`config.mk`:
```
export PLATFORM = sky130hd
export DESIGN_NAME = ptp_tod_clock
export DESIGN_NICKNAME = d
export VERILOG_FILES = /design/src/rtl/ptp_tod_pkg.sv /design/src/rtl/ptp_tod_cmd.sv /design/src/rtl/ptp_tod_rate.sv /design/src/rtl/ptp_tod_count.sv /design/src/rtl/ptp_tod_clock.sv
export SDC_FILE = /design/constraint.sdc
export NUM_CORES = 1
export LEC_CHECK = 0
export CELL_PAD_IN_SITES_DETAIL_PLACEMENT = 0
export CELL_PAD_IN_SITES_GLOBAL_PLACEMENT = 2
export CORE_AREA = 2 2 216 218
export CTS_BUF_LIST = sky130_fd_sc_hd__clkbuf_2 sky130_fd_sc_hd__clkbuf_4 sky130_fd_sc_hd__clkbuf_8
export DETAILED_ROUTE_END_ITERATION = 12
export DIE_AREA = 0 0 218 220
export GPL_TIMING_DRIVEN = 0
export PLACE_DENSITY_LB_ADDON = 0.1
export RECOVER_POWER = 100
export SYNTH_ARGS = -nofsm -noshare
export SYNTH_HDL_FRONTEND = slang
export SYNTH_SLANG_ARGS = --single-unit
```
`constraint.sdc`:
```
create_clock -name clk -period 5.3 [get_ports clk]
set_clock_uncertainty 0.2 [all_clocks]
set_input_delay 1.06 -clock clk [delete_from_list [all_inputs] [get_ports clk]]
set_output_delay 1.06 -clock clk [all_outputs]
set_load 0.01 [all_outputs]
```
`src/rtl/ptp_tod_pkg.sv`:
```
package ptp_tod_pkg;

  // status / command bit positions
  localparam int CMD_LD  = 0;
  localparam int CMD_SS  = 1;
  localparam int CMD_SN  = 2;
  localparam int CMD_TMP = 3;
  localparam int CMD_N   = 4;

  // resolved actions for the current cycle
  typedef struct packed {
    logic ld;
    logic step_sec;
    logic step_ns;
    logic tmp_act;
  } tod_fire_t;

endpackage

```
`src/rtl/ptp_tod_cmd.sv`:
```
module ptp_tod_cmd
  import ptp_tod_pkg::*;
#(
  parameter int DUR_W = 30
) (
  input  logic             clk,
  input  logic             rst_n,
  input  logic             set_ld_i,
  input  logic             set_ss_i,
  input  logic             set_sn_i,
  input  logic             set_tmp_i,
  input  logic [DUR_W-1:0] tmp_len_i,
  output tod_fire_t        fire_o,
  output logic [CMD_N-1:0] busy_o
);

  logic             ld_q, ss_q, sn_q, tmp_q;
  logic             ld_d, ss_d, sn_d, tmp_d;
  logic [DUR_W-1:0] rem_q, rem_d;

  // next state
  always_comb begin
    ld_d  = set_ld_i;
    ss_d  = set_ss_i;
    sn_d  = set_sn_i;
    tmp_d = tmp_q;
    rem_d = rem_q;
    if (set_tmp_i) begin
      tmp_d = 1'b1;
      rem_d = (tmp_len_i == '0) ? DUR_W'(1) : tmp_len_i;
    end else if (tmp_q) begin
      if (rem_q <= DUR_W'(1)) begin
        tmp_d = 1'b0;
        rem_d = '0;
      end else begin
        rem_d = rem_q - DUR_W'(1);
      end
    end
  end

  // state registers
  always_ff @(posedge clk or negedge rst_n) begin
    if (!rst_n) begin
      ld_q  <= 1'b0;
      ss_q  <= 1'b0;
      sn_q  <= 1'b0;
      tmp_q <= 1'b0;
      rem_q <= '0;
    end else begin
      ld_q  <= ld_d;
      ss_q  <= ss_d;
      sn_q  <= sn_d;
      tmp_q <= tmp_d;
      rem_q <= rem_d;
    end
  end

  // load wins over both steps; the two steps may combine
  always_comb begin
    fire_o.ld       = ld_q;
    fire_o.step_sec = ss_q & ~ld_q;
    fire_o.step_ns  = sn_q & ~ld_q;
    fire_o.tmp_act  = tmp_q;
  end

  always_comb begin
    busy_o          = '0;
    busy_o[CMD_LD]  = ld_q;
    busy_o[CMD_SS]  = ss_q;
    busy_o[CMD_SN]  = sn_q;
    busy_o[CMD_TMP] = tmp_q;
  end

  AST_TMP_EXPIRE: assert property (@(posedge clk) disable iff (!rst_n)
    (tmp_q && (rem_q == DUR_W'(1)) && !set_tmp_i) |=> !tmp_q);

  AST_TMP_RESTART: assert property (@(posedge clk) disable iff (!rst_n)
    (set_tmp_i && (tmp_len_i > DUR_W'(1))) |=> (tmp_q && (rem_q == $past(tmp_len_i))));

endmodule

```
`src/rtl/ptp_tod_rate.sv`:
```
module ptp_tod_rate #(
  parameter int SUBNS_W = 32,
  parameter int NS_W    = 30,
  parameter int NOM_INC = 10
) (
  input  logic [SUBNS_W-1:0] sub_q_i,
  input  logic [SUBNS_W-1:0] rate_i,
  input  logic               fast_i,
  input  logic [SUBNS_W-1:0] tmp_rate_i,
  input  logic               tmp_fast_i,
  input  logic               tmp_act_i,
  output logic [SUBNS_W-1:0] sub_adv_o,
  output logic [NS_W-1:0]    inc_o
);

  localparam logic [NS_W-1:0] INC_NOM  = NS_W'(NOM_INC);
  localparam logic [NS_W-1:0] INC_FAST = NS_W'(NOM_INC + 1);
  localparam logic [NS_W-1:0] INC_SLOW = NS_W'(NOM_INC - 1);

  logic [SUBNS_W-1:0] rate_sel;
  logic               fast_sel;
  logic [SUBNS_W:0]   acc_sum;
  logic               acc_wrap;

  always_comb begin
    rate_sel  = tmp_act_i ? tmp_rate_i : rate_i;
    fast_sel  = tmp_act_i ? tmp_fast_i : fast_i;
    acc_sum   = {1'b0, sub_q_i} + {1'b0, rate_sel};
    acc_wrap  = acc_sum[SUBNS_W];
    sub_adv_o = acc_sum[SUBNS_W-1:0];
    if (!acc_wrap)     inc_o = INC_NOM;
    else if (fast_sel) inc_o = INC_FAST;
    else               inc_o = INC_SLOW;
  end

endmodule

```
`src/rtl/ptp_tod_count.sv`:
```
module ptp_tod_count
  import ptp_tod_pkg::*;
#(
  parameter int SEC_W   = 32,
  parameter int SUBNS_W = 32,
  parameter int NS_ROLL = 1000000000,
  parameter int NOM_INC = 10,
  parameter int NS_W    = 30,
  parameter int STEP_W  = 32
) (
  input  logic               clk,
  input  logic               rst_n,
  input  tod_fire_t          fire_i,
  input  logic [SUBNS_W-1:0] sub_adv_i,
  input  logic [NS_W-1:0]    inc_i,
  input  logic [SEC_W-1:0]   ld_sec_i,
  input  logic [NS_W-1:0]    ld_ns_i,
  input  logic [SUBNS_W-1:0] ld_sub_i,
  input  logic [STEP_W-1:0]  step_val_i,
  input  logic               step_neg_i,
  output logic [SEC_W-1:0]   sec_o,
  output logic [NS_W-1:0]    ns_o,
  output logic [SUBNS_W-1:0] sub_o
);

  localparam int              SUM_W  = STEP_W + 1;
  localparam logic [SUM_W-1:0] ROLL_V = SUM_W'(NS_ROLL);

  logic [SEC_W-1:0]   sec_q, sec_d, sec_base;
  logic [NS_W-1:0]    ns_q, ns_d;
  logic [SUBNS_W-1:0] sub_q, sub_d;
  logic [SUM_W-1:0]   addend, ns_sum, ns_wrapped;
  logic               ns_carry;
  logic               fire_ld, fire_ss, fire_sn, any_fire;

  always_comb begin
    fire_ld  = fire_i.ld;
    fire_ss  = fire_i.step_sec;
    fire_sn  = fire_i.step_ns;
    any_fire = fire_ld | fire_ss | fire_sn;
  end

  // next state
  always_comb begin
    addend     = fire_sn ? SUM_W'(step_val_i) : SUM_W'(inc_i);
    ns_sum     = SUM_W'(ns_q) + addend;
    ns_carry   = (ns_sum >= ROLL_V);
    ns_wrapped = ns_carry ? (ns_sum - ROLL_V) : ns_sum;
    sec_base   = sec_q + SEC_W'(ns_carry);
    if (fire_ss) begin
      sec_d = step_neg_i ? (sec_base - SEC_W'(step_val_i))
                         : (sec_base + SEC_W'(step_val_i));
    end else begin
      sec_d = sec_base;
    end
    ns_d  = NS_W'(ns_wrapped);
    sub_d = sub_adv_i;
    if (fire_ld) begin
      sec_d = ld_sec_i;
      ns_d  = ld_ns_i;
      sub_d = ld_sub_i;
    end
  end

  // state registers
  always_ff @(posedge clk or negedge rst_n) begin
    if (!rst_n) begin
      sec_q <= '0;
      ns_q  <= '0;
      sub_q <= '0;
    end else begin
      sec_q <= sec_d;
      ns_q  <= ns_d;
      sub_q <= sub_d;
    end
  end

  assign sec_o = sec_q;
  assign ns_o  = ns_q;
  assign sub_o = sub_q;

  AST_LOAD_APPLY: assert property (@(posedge clk) disable iff (!rst_n)
    fire_ld |=> ((sec_q == $past(ld_sec_i)) && (ns_q == $past(ld_ns_i))
                 && (sub_q == $past(ld_sub_i))));

  AST_NS_BELOW_ROLL: assert property (@(posedge clk) disable iff (!rst_n)
    !fire_ld |=> (int'(ns_q) < NS_ROLL));

  AST_SUB_KEEP: assert property (@(posedge clk) disable iff (!rst_n)
    (fire_sn && !fire_ld) |=> (sub_q == $past(sub_adv_i)));

  AST_TICK_STEP: assert property (@(posedge clk) disable iff (!rst_n)
    !any_fire |=>
      (((int'(ns_q) >= int'($past(ns_q))) ?
         (int'(ns_q) - int'($past(ns_q))) :
         (int'(ns_q) + NS_ROLL - int'($past(ns_q)))) >= NOM_INC - 1) &&
      (((int'(ns_q) >= int'($past(ns_q))) ?
         (int'(ns_q) - int'($past(ns_q))) :
         (int'(ns_q) + NS_ROLL - int'($past(ns_q)))) <= NOM_INC + 1));

endmodule

```
`src/rtl/ptp_tod_clock.sv`:
```
module ptp_tod_clock
  import ptp_tod_pkg::*;
#(
  parameter int SEC_W   = 32,
  parameter int SUBNS_W = 32,
  parameter int NS_ROLL = 1000000000,
  parameter int NOM_INC = 10,
  parameter int DUR_W   = 30,
  localparam int NS_W   = $clog2(NS_ROLL),
  localparam int STEP_W = (SEC_W > NS_W) ? SEC_W : NS_W
) (
  input  logic               clk,
  input  logic               rst_n,
  input  logic [SUBNS_W-1:0] rate_adj_i,
  input  logic               rate_fast_i,
  input  logic [SUBNS_W-1:0] tmp_rate_i,
  input  logic               tmp_fast_i,
  input  logic [DUR_W-1:0]   tmp_len_i,
  input  logic [SEC_W-1:0]   load_sec_i,
  input  logic [NS_W-1:0]    load_ns_i,
  input  logic [SUBNS_W-1:0] load_sub_i,
  input  logic [STEP_W-1:0]  step_val_i,
  input  logic               step_neg_i,
  input  logic               go_load_i,
  input  logic               go_step_sec_i,
  input  logic               go_step_ns_i,
  input  logic               go_tmp_i,
  output logic [SEC_W-1:0]   sec_o,
  output logic [NS_W-1:0]    ns_o,
  output logic [SUBNS_W-1:0] sub_o,
  output logic [CMD_N-1:0]   cmd_busy_o
);

  // reset: asserted asynchronously, released after two edges
  logic rst_s0_q, rst_s1_q, rst_core_n;

  always_ff @(posedge clk or negedge rst_n) begin
    if (!rst_n) begin
      rst_s0_q <= 1'b0;
      rst_s1_q <= 1'b0;
    end else begin
      rst_s0_q <= 1'b1;
      rst_s1_q <= rst_s0_q;
    end
  end
  assign rst_core_n = rst_s1_q;

  tod_fire_t          fire;
  logic [SUBNS_W-1:0] sub_adv;
  logic [NS_W-1:0]    inc;

  ptp_tod_cmd #(
    .DUR_W (DUR_W)
  ) u_cmd (
    .clk       (clk),
    .rst_n     (rst_core_n),
    .set_ld_i  (go_load_i),
    .set_ss_i  (go_step_sec_i),
    .set_sn_i  (go_step_ns_i),
    .set_tmp_i (go_tmp_i),
    .tmp_len_i (tmp_len_i),
    .fire_o    (fire),
    .busy_o    (cmd_busy_o)
  );

  ptp_tod_rate #(
    .SUBNS_W (SUBNS_W),
    .NS_W    (NS_W),
    .NOM_INC (NOM_INC)
  ) u_rate (
    .sub_q_i    (sub_o),
    .rate_i     (rate_adj_i),
    .fast_i     (rate_fast_i),
    .tmp_rate_i (tmp_rate_i),
    .tmp_fast_i (tmp_fast_i),
    .tmp_act_i  (fire.tmp_act),
    .sub_adv_o  (sub_adv),
    .inc_o      (inc)
  );

  ptp_tod_count #(
    .SEC_W   (SEC_W),
    .SUBNS_W (SUBNS_W),
    .NS_ROLL (NS_ROLL),
    .NOM_INC (NOM_INC),
    .NS_W    (NS_W),
    .STEP_W  (STEP_W)
  ) u_count (
    .clk        (clk),
    .rst_n      (rst_core_n),
    .fire_i     (fire),
    .sub_adv_i  (sub_adv),
    .inc_i      (inc),
    .ld_sec_i   (load_sec_i),
    .ld_ns_i    (load_ns_i),
    .ld_sub_i   (load_sub_i),
    .step_val_i (step_val_i),
    .step_neg_i (step_neg_i),
    .sec_o      (sec_o),
    .ns_o       (ns_o),
    .sub_o      (sub_o)
  );

  AST_ONESHOT_CLEAR: assert property (@(posedge clk) disable iff (!rst_core_n)
    (cmd_busy_o[CMD_LD] && !go_load_i) |=> !cmd_busy_o[CMD_LD]);

endmodule

```
# Word-level counts from Yosys, hierarchy flattened

Index checks and enable logic that the tools add are counted.
W data, S select, Z words.

Bits in latches: 0
Logic and storage cells: 42
Bits in writable memories: 0
Register bits after elaboration: 130
Memories: 0
Memory bits (read-only): 0

Reduce and logical (&&, ||, !) cells: 2
Mux-type cells: 18
Shifts and indexed selects: 0
Divide/modulo/power cells: 0
$add $sub $neg: 7
Equal/unequal tests: 0
$mul: 0
Order comparisons: 2
Bitwise operators: 3

Operator list:

| operator                 | count |
|---|---|
| $mux W30                 | 7 |
| $mux W32                 | 6 |
| $add A30 B32 Y33         | 1 |
| $add A32 B32 Y33         | 1 |
| $ge A33 B30 Y1 const B   | 1 |
| $add A32 B1 Y32          | 1 |
| $add A32 B32 Y32         | 1 |
| $sub A32 B32 Y32         | 1 |
| $le A30 B1 Y1 const B    | 1 |
| $logic_not A30 Y1        | 1 |
| $sub A30 B1 Y30 const B  | 1 |
| $sub A30 B30 Y30 const B | 1 |
| $mux W1                  | 4 |
| $and A1 B1 Y1            | 2 |
| $mux W2                  | 1 |
| $reduce_bool A2 Y1       | 1 |
| $not A1 Y1               | 1 |

# Logic depth before layout (Yosys ltp)

Gate-level depths: netlist of run 1.

Depth after elaboration: 11
Gate-level depth with buffers: 49

# Modules after synthesis

A second synthesis of run 1 with hierarchy kept.

Cell total of the unflattened synthesis: 1772
Area, all modules: 14517.7 µm²

Modules (own cells, without submodules):

| module        | area an instance (µm²) | seq. area each (µm²) | cells an instance | times used |
|---|---|---|---|---|
| ptp_tod_count | 9469.1                 | 2352.3               | 1146              | 1 |
| ptp_tod_rate  | 2666.3                 | 0.0                  | 360               | 1 |
| ptp_tod_cmd   | 2328.5                 | 850.8                | 263               | 1 |
| ptp_tod_clock | 53.8                   | 50.0                 | 3                 | 1 |

# Worst setup path before layout of run 1

OpenSTA, ideal clock, no wires.

Path type: input to register
Start point: in tmp_rate_i[0]
End point: reg u_count.sec_q[29], in the netlist u_count.sec_o[29]
Cell stages on the path: 47
Data arrival time: 9884 ps
Setup slack: -4909 ps
Required time: 4975 ps
Cells stage by stage: mux2_2 > ha_1 > fa_1 > a21o_1 > a21oi_1 > o21ai_0 > nand4_1 > a211o_1 > o211ai_1 > nand3b_1 > nand2_1 > a221oi_1 > o21bai_1 > mux2_2 > ha_1 > fa_1 > a211oi_2 > o21ai_4 > (+11 left out) > ha_1 > and3_1 > nand2_1 > or2_2 > nand2b_1 > xnor2_1 > ha_1 > or3_1 > o22a_1 > o31ai_1 > o21ai_0 > a21oi_1 > o31ai_1 > o41a_1 > a221oi_1 > xor2_1 > a21oi_1 > mux2_2

Longest elaborated chain between the ends: 11
Elaborated cells on any way between the ends: 12

Ends and longest elaborated chain:

| what                                                 | line                                     | source |
|---|---|---|
| start, declared                                      | ptp_tod_clock.sv:16                      | `input logic [SUBNS_W-1:0] tmp_rate_i,` |
| $mux W32 (*)                                         | ptp_tod_rate.sv:26                       | `rate_sel = tmp_act_i ? tmp_rate_i : rate_i;` |
| $add A32 B32 Y33 (*)                                 | ptp_tod_rate.sv:28                       | `acc_sum = {1'b0, sub_q_i} + {1'b0, rate_sel};` |
| $mux W30 (*)                                         | ptp_tod_rate.sv:31                       | `if (!acc_wrap) inc_o = INC_NOM;` |
| $mux W32 (*)                                         | ptp_tod_count.sv:45                      | `addend = fire_sn ? SUM_W'(step_val_i) : SUM_W'(inc_i);` |
| $add A30 B32 Y33 (*)                                 | ptp_tod_count.sv:46                      | `ns_sum = SUM_W'(ns_q) + addend;` |
| $ge A33 B30 Y1 (*)                                   | ptp_tod_count.sv:47                      | `ns_carry = (ns_sum >= ROLL_V);` |
| $add A32 B1 Y32 (*)                                  | ptp_tod_count.sv:49                      | `sec_base = sec_q + SEC_W'(ns_carry);` |
| $add A32 B32 Y32 or $sub A32 B32 Y32 (tied branches) | ptp_tod_count.sv:52, ptp_tod_count.sv:51 |  |
| $mux W32                                             | ptp_tod_count.sv:51                      | `sec_d = step_neg_i ? (sec_base - SEC_W'(step_val_i))` |
| $mux W32 (*)                                         | ptp_tod_count.sv:50                      | `if (fire_ss) begin` |
| $mux W32 (*)                                         | ptp_tod_count.sv:58                      | `if (fire_ld) begin` |
| named net u_count.sec_d[29]                          | ptp_tod_count.sv:29                      | `logic [SEC_W-1:0] sec_q, sec_d, sec_base;` |
| end signal, assigned                                 | ptp_tod_count.sv:68                      | `sec_q <= '0;` |
| end signal, assigned                                 | ptp_tod_count.sv:72                      | `sec_q <= sec_d;` |
| end, declared                                        | ptp_tod_count.sv:29                      |  |

The timed path passes the listed nets; every way through them passes the cells marked *.
A chain may end at the register's enable or synchronous reset.

# Worst setup path in the final report of run 1

Start point: reg u_cmd.tmp_q
End point: reg u_count.sec_q[29], in the netlist u_count.sec_o[29]

Longest elaborated chain between the ends: 11
Elaborated cells on any way between the ends: 14

Ends and longest elaborated chain:

| what                                                 | line                                     | source |
|---|---|---|
| start, declared                                      | ptp_tod_cmd.sv:17                        | `logic ld_q, ss_q, sn_q, tmp_q;` |
| start signal, assigned                               | ptp_tod_cmd.sv:53                        | `tmp_q <= tmp_d;` |
| $mux W32 or $mux W1 (tied branches)                  | ptp_tod_rate.sv:26, ptp_tod_rate.sv:27   |  |
| $add A32 B32 Y33 or $mux W2 (tied branches)          | ptp_tod_rate.sv:28, ptp_tod_rate.sv:32   |  |
| $mux W30 (*)                                         | ptp_tod_rate.sv:31                       |  |
| $mux W32 (*)                                         | ptp_tod_count.sv:45                      |  |
| $add A30 B32 Y33 (*)                                 | ptp_tod_count.sv:46                      |  |
| $ge A33 B30 Y1 (*)                                   | ptp_tod_count.sv:47                      |  |
| $add A32 B1 Y32 (*)                                  | ptp_tod_count.sv:49                      |  |
| $add A32 B32 Y32 or $sub A32 B32 Y32 (tied branches) | ptp_tod_count.sv:52, ptp_tod_count.sv:51 |  |
| $mux W32                                             | ptp_tod_count.sv:51                      |  |
| $mux W32 (*)                                         | ptp_tod_count.sv:50                      |  |
| $mux W32 (*)                                         | ptp_tod_count.sv:58                      |  |
| named net u_count.sec_d[29]                          | ptp_tod_count.sv:29                      |  |

Marked as above.

==> results of run 1 <==
## registers in the layout, indices dropped and copies added, names as in the netlist
name,cells
u_count.sec_o,32
u_count.sub_o,32
u_cmd.rem_q,30
u_count.ns_o,30
rst_core_n,1
rst_s0_q,1
u_cmd.ld_q,1
u_cmd.sn_q,1
u_cmd.ss_q,1
u_cmd.tmp_q,1
## cells in the mapped netlist (37+ instances only)
cell type,count,area share [%]
clkbuf_1,53,1.5
mux2_2,42,3.6
nand2_1,173,5.0
a21oi_1,138,5.3
ha_1,99,9.5
o21ai_0,130,5.0
nor2_1,139,4.0
nor3_1,60,2.3
inv_1,48,1.4
nand3_1,37,1.4
dfrtp_1,130,25
xor2_1,39,2.6
xnor2_1,90,6.0
## repair_timing
action                                  in CTS  in global routing
endpoints found under the setup margin      64                 59
gates cloned                                 0                  1
gates resized for setup                     61                 76
buffers inserted                            17                 34
pin swaps                                   25                 34
## power by group
group          total [mW]  internal (mW)  switching [mW]
combinational        5.26           2.38            2.88
sequential           1.57           1.27           0.301
clock               0.928          0.433           0.495
## kinds of logic after synthesis
kind of cell | after synthesis | share of synthesized area (%)
compound gates | 524 | 25.50
mux | 53 | 4.455
simple gates | 607 | 22.62
xor+xnor | 130 | 8.757
flops | 130 | 24.86
other cells | 1 | 0.02865
buf+inv | 122 | 3.862
fa+ha+maj | 102 | 9.924
## metrics by stage
stage / worst slack (ns) / cells / hold slack [ns]
6_report: -4.942 / 2691 / 0.1578
5_1_grt: -5.385 / 2691 / 0.1743
4_1_cts: -5.031 / 2652 / 0.1625
3_5_place_dp: -6.772 / 2603 / 0.1418
3_3_place_gp: -6.793 / 2601 / 0.1396
2_1_floorplan: -4.394 / 1669 / 0.1312
## final timing paths
kind / start / to
max: u_cmd.tmp_q$_DFF_PN0_ / u_count.sec_o[29]$_DFF_PN0_
min: rst_s0_q$_DFF_PN0_ / rst_core_n$_DFF_PN0_
max reg2reg: u_cmd.tmp_q$_DFF_PN0_ / u_count.sec_o[29]$_DFF_PN0_
min reg2reg: rst_s0_q$_DFF_PN0_ / rst_core_n$_DFF_PN0_
max in group asynchronous: rst_core_n$_DFF_PN0_ / u_cmd.tmp_q$_DFF_PN0_
min in group asynchronous: rst_n / rst_s0_q$_DFF_PN0_
## area by class of cell
class / instances / area share (%)
clock inverters: 12 / 0.7111
inverters: 50 / 1.050
clock buffers: 20 / 1.362
flip-flops and latches: 130 / 17.28
multi-input cells: 1417 / 53.98
well taps: 607 / 4.034
diodes: 4 / 0.05316
repair buffers: 379 / 19.54
plain buffers: 72 / 1.980
## metal layers
layer  up-vias  wire, um
met4         4      1108
met3        52      2598
li1       6925         -
met5         -        48
met1      6687     26050
met2       308     25810
## critical path, delay by kind of cell, from the launching register on
| family | cells | cell delay [ns] |
|---|---|---|
| AOI/OAI and AO/OA | 22 | 4.58 |
| and+or+nand+nor | 10 | 1.67 |
| adders and majority gates | 6 | 1.40 |
| muxes | 3 | 0.88 |
| xor gates and xnor gates | 3 | 0.52 |
| DFF | 1 | 0.47 |
| buffers and inverters | 3 | 0.42 |
==> run_results.csv, run 1 <==
group,metric,value,unit
clocking,cts_buffers,17,
timing,slew_headroom,-90.72,%
setup_path,slowest_delay,0.47,ns
logic_synthesis,ys_ff_latch,130,
logic_synthesis,ys.warnings.count,0,
clocking,htree_levels,4,
global_routing,use_met3,4.431,%
floorplanning,start_util,28.54,%
logic_synthesis,syn_avg_cell_area,7.842,um2
setup_path,cp_slowest_cell,"dfrtp_2",
floorplanning,fp.dieH,220,um
pwr,power_density,411.8,mW/mm2
timing,finalSetupViolCount,54,
cells_and_area,area_delta_synth_final,43.86,%
clocking,clock-root-buffer,"clkbuf_8",
timing,final_max_slew_viol_count,133,
global_routing,overflow,0,
clocking,clk_pin_slew,0.09,ns
setup_path,worst_ep_arrival_time,10.49,ns
floorplanning,die_w,218,um
logic_synthesis,yosysUniqueCellTypes,87,
setup_path,critical_path.most_common_cell,"ha_4",
placed_design,routabilityCongestion,0.9005,
global_routing,busiest_layer,"met2",
placed_design,place_hpwl,44060,um
global_routing,grt_pass1_vias,13700,
route,vias,13980,
timing,finalCritPeriodShare,193.3,%
global_routing,met2_usage,37.35,%
timing,hold_viol_final,0,
pwr,leakagePower,7.580,nW
cells_and_area,finalNetCount,2398,
route,drt_iter0_markers,816,
timing,rsz0062_at_grt,"yes",
cells_and_area,fillCellCount,4820,
global_routing,antenna_found_initial,6,
global_routing,grt_start_max_net_pins,50,
global_routing,gr-usage-met1,30.91,%
pwr,max-vdd-ir-drop,0.1774,mV
floorplanning,die_area,0.04796,mm2
setup_path,crit_required,5.55,ns
clocking,clk_latency,0.56,ns
logic_synthesis,netlist_instances,1669,
status,status,"finished with violations",
floorplanning,rows,79,
logic_synthesis,synth_ff_type,"dfrtp_1",
timing,setup_tns,-165.38,ns
global_routing,grt_pass1_wl,83010,um
setup_path,worstSetupPathType,"reg2reg",
placed_design,dpl_cell_area,0.01740,mm2
timing,fin_crit,10.24,ns
setup_path,rrSetupSlack,-4.94,ns
job,max_cap_violations,3,
cells_and_area,drive_gt1_share,13.51,%
cells_and_area,stdcell_area,0.01883,mm2
setup_path,endpoint_kind,"flip-flop",
pwr,total_power,7.754,mW
setup_path,worst_setup_path_start_kind,"flip-flop",
placed_design,portBuffers,325,
worst_hold_path,worstHoldPathCells,0,
logic_synthesis,async_reset_ff_share,100.0,%
cells_and_area,regArea,0.003254,mm2
timing,tightest_slew,2.861,ns
route,wirelength,55610,um
logic_synthesis,synth.cell_area,0.01309,mm2
floorplanning,core,0.04586,mm2
route,drc,0,
route,drt_first_pass_iters,5,
cells_and_area,utilization,41.05,%
cells_and_area,final_cell_mix,"clkdlybuf4s50_1, nand2_1, nor2_1, dfrtp_1, a21oi_1",
worst_hold_path,min_path_type,"reg2reg",
logic_synthesis,synth_edf_count,0,
setup_path,cp_max_fo,7,
timing,max_freq,97.63,MHz
clocking,ctsHoldBuffers,0,
clocking,cts_sinks,130,
route,post_drt_wl_per_cell,20.67,um
logic_synthesis,syn-num-nets,2000,
clocking,cts_tree,"yes",
timing,setup_ws,-4.942,ns
logic_synthesis,ys_seq_area_share,24.86,%
route,ant_nets,0,
floorplanning,pin_count,327,
global_routing,track_usage,23.14,%
clocking,ctsLongestPathBuffers,2,
cells_and_area,final_common_cell,"clkdlybuf4s50_1",
setup_path,worstRegToRegCells,47,
cells_and_area,multi_input_area,0.01016,mm2
status,violations,"capacitance limit, slew limit, setup timing",
route,avgViaCountPerCell,5.194,
Note: power is estimated with default switching activity, not from simulation.
==> inputs of run 2 (changes only) <==
--- a/config.mk
+++ b/config.mk
@@ -11,9 +11,9 @@
 export CTS_BUF_LIST = sky130_fd_sc_hd__clkbuf_2 sky130_fd_sc_hd__clkbuf_4 sky130_fd_sc_hd__clkbuf_8
 export DETAILED_ROUTE_END_ITERATION = 12
 export DIE_AREA = 0 0 218 220
-export GPL_TIMING_DRIVEN = 0
 export PLACE_DENSITY_LB_ADDON = 0.1
 export RECOVER_POWER = 100
+export SLEW_MARGIN = 20
 export SYNTH_ARGS = -nofsm -noshare
 export SYNTH_HDL_FRONTEND = slang
 export SYNTH_SLANG_ARGS = --single-unit
==> run 2 against run 1 <==
The flow still finishes with violations (capacitance limit, slew limit, setup timing). Routed wire length fell by 2.9%. Die area unchanged. Clock power grew 3.9%. Utilization up 8.0 points. Sequential power is essentially flat. Power up 28%. Sequential share of layout area down 2.8 points. Via count rose by 9.8%. Critical endpoint unchanged. Largest cell class unchanged.
==> run_results.csv, run 2 (synthesis results as in run 1) <==
group,metric,value,unit
pwr,max-vdd-ir-drop,0.2249,mV
status,violations,"capacitance limit, slew limit, setup timing",
route,drt_iter0_markers,708,
clocking,ctsLongestPathBuffers,2,
global_routing,grt_pass1_wl,83410,um
cells_and_area,final_cell_mix,"buf_4, clkdlybuf4s50_1, nand2_1, nor2_1, dfrtp_1",
pwr,total_power,9.891,mW
route,post_drt_wl_per_cell,17.40,um
clocking,clock-root-buffer,"clkbuf_8",
worst_hold_path,min_path_type,"reg2reg",
timing,hold_ws,0.1594,ns
timing,final_max_slew_viol_count,211,
clocking,clk_pin_slew,0.09,ns
clocking,htree_levels,4,
route,wirelength,53990,um
cells_and_area,area_delta_synth_final,71.76,%
setup_path,worst_ep_arrival_time,9.87,ns
pwr,power_density,440.0,mW/mm2
timing,tightest_slew,2.925,ns
placed_design,portBuffers,326,
floorplanning,die_area,0.04796,mm2
floorplanning,pin_count,327,
timing,fin_crit,9.625,ns
pwr,leakagePower,9.911,nW
timing,setup_ws,-4.325,ns
timing,slew_headroom,-95.02,%
timing,max_freq,103.9,MHz
setup_path,worst_setup_path_start_kind,"input port",
route,drt_first_pass_iters,5,
clocking,clk_latency,0.55,ns
floorplanning,die_w,218,um
cells_and_area,finalNetCount,2807,
status,status,"finished with violations",
setup_path,worstSetupPathType,"in2reg",
timing,finalCritPeriodShare,181.6,%
route,ant_nets,0,
route,vias,15350,
cells_and_area,drive_gt1_share,31.46,%
global_routing,overflow,0,
clocking,cts_tree,"yes",
placed_design,routabilityCongestion,0.8839,
job,max_cap_violations,3,
setup_path,slowest_delay,0.45,ns
setup_path,crit_required,5.54,ns
floorplanning,start_util,28.54,%
floorplanning,core,0.04586,mm2
timing,finalSetupViolCount,54,
route,drc,0,
global_routing,track_usage,22.43,%
placed_design,place_hpwl,41850,um
cells_and_area,layout.cells.non_filler,3102,
route,avgViaCountPerCell,4.947,
clocking,cts_buffers,17,
global_routing,grt_pass1_vias,15490,
clocking,cts_sinks,130,
setup_path,cp_max_fo,3,
floorplanning,rows,79,
cells_and_area,final_common_cell,"buf_4",
global_routing,grt_start_max_net_pins,124,
timing,rsz0062_at_grt,"yes",
floorplanning,fp.dieH,220,um
timing,hold_viol_final,0,
setup_path,cp_slowest_cell,"or3_1",
global_routing,antenna_found_initial,6,
setup_path,endpoint_kind,"flip-flop",
placed_design,dp_cells,3010,
-- run 2: cell count changes in the layout (fill, tap and decap cells not counted), moves of 6 or more --
cell	previous run	this run
a21oi_1	126	120
nor3_2	3	10
buf_4	57	503
ha_4	9	16
dlygate4sd2_1	0	14
clkdlybuf4s50_1	232	215
nor3_1	57	50
a21oi_2	8	17
mux2_2	39	30
mux2_4	3	12
clkbuf_1	51	3
buf_6	5	23
ha_1	87	80
a211oi_2	12	6
-- run 2: routing by layer --
metal  vias to the layer above  GRT usage [%]  wire length (um)
met5                         -              0                 0
met4                         0          7.823               997
met3                        44          3.478              2116
met2                       279          36.93             25530
met1                      7261          29.77             25340
li1                       7761              -                 -
-- run 2: area by class of cell --
type                            instances  area [um2]
Tap cell                              607       759.5
Clock inverter                         15       178.9
Timing Repair Buffer                  860        7355
Fill cell                            4584       23380
Multi-Input combinational cell       1417       10490
Inverter                               50       192.7
Sequential cell                       130        3258
Antenna cell                            6       15.01
Clock buffer                           17       234.0
-- run 2: critical path, delay by kind of cell --
kind,cells,cell delay [ns]
AO/OA/AOI/OAI,19,4.13
XOR/XNOR,2,0.24
adder cells (fa/ha/maj),4,1.01
buffers and inverters,2,0.47
multiplexers,2,0.55
AND/OR/NAND/NOR,13,2.40
-- run 2: where the power goes --
group | internal, mW | leakage, nW | total, mW | switching (mW)
clock network | 0.469 | 0.211 | 0.964 | 0.495
registers | 1.27 | 1.52 | 1.60 | 0.336
logic | 3.97 | 8.18 | 7.32 | 3.35
-- run 2: metrics by stage --
step                      setup TNS [ns]  instance area (um2)  setup WS (ns)  utilization, %
after floorplan                  -138.65                13330         -4.394               -
after global placement           -200.28                20710         -5.326           45.16
after detailed placement         -209.55                20710         -5.606           45.16
after CTS                        -138.72                22000         -4.270           47.97
after global routing             -166.22                22480         -4.712           49.01
final                            -147.52                22480         -4.325           49.01
-- run 2: what timing repair did --
item                                    CTS  global route
gates resized for setup                 148            70
gates cloned                              1             0
hold buffers                              0             0
pin swaps                                95            60
endpoints found under the setup margin   56            55
buffers inserted                         36            26
-- run 2: final timing paths --
path | from | endpoint | slack, ns | depth (start not counted)
max reg2reg | u_cmd.tmp_q$_DFF_PN0_ | u_count.sec_o[29]$_DFF_PN0_ | -4.25 | 46
max in group asynchronous | rst_core_n$_DFF_PN0_ | u_count.sub_o[14]$_DFF_PN0_ | 1.26 | 1
min | rst_s0_q$_DFF_PN0_ | rst_core_n$_DFF_PN0_ | 0.16 | 0
max | tmp_rate_i[15] | u_count.sec_o[29]$_DFF_PN0_ | -4.33 | 42
min in group asynchronous | rst_n | rst_core_n$_DFF_PN0_ | 0.53 | 1
min reg2reg | rst_s0_q$_DFF_PN0_ | rst_core_n$_DFF_PN0_ | 0.16 | 0
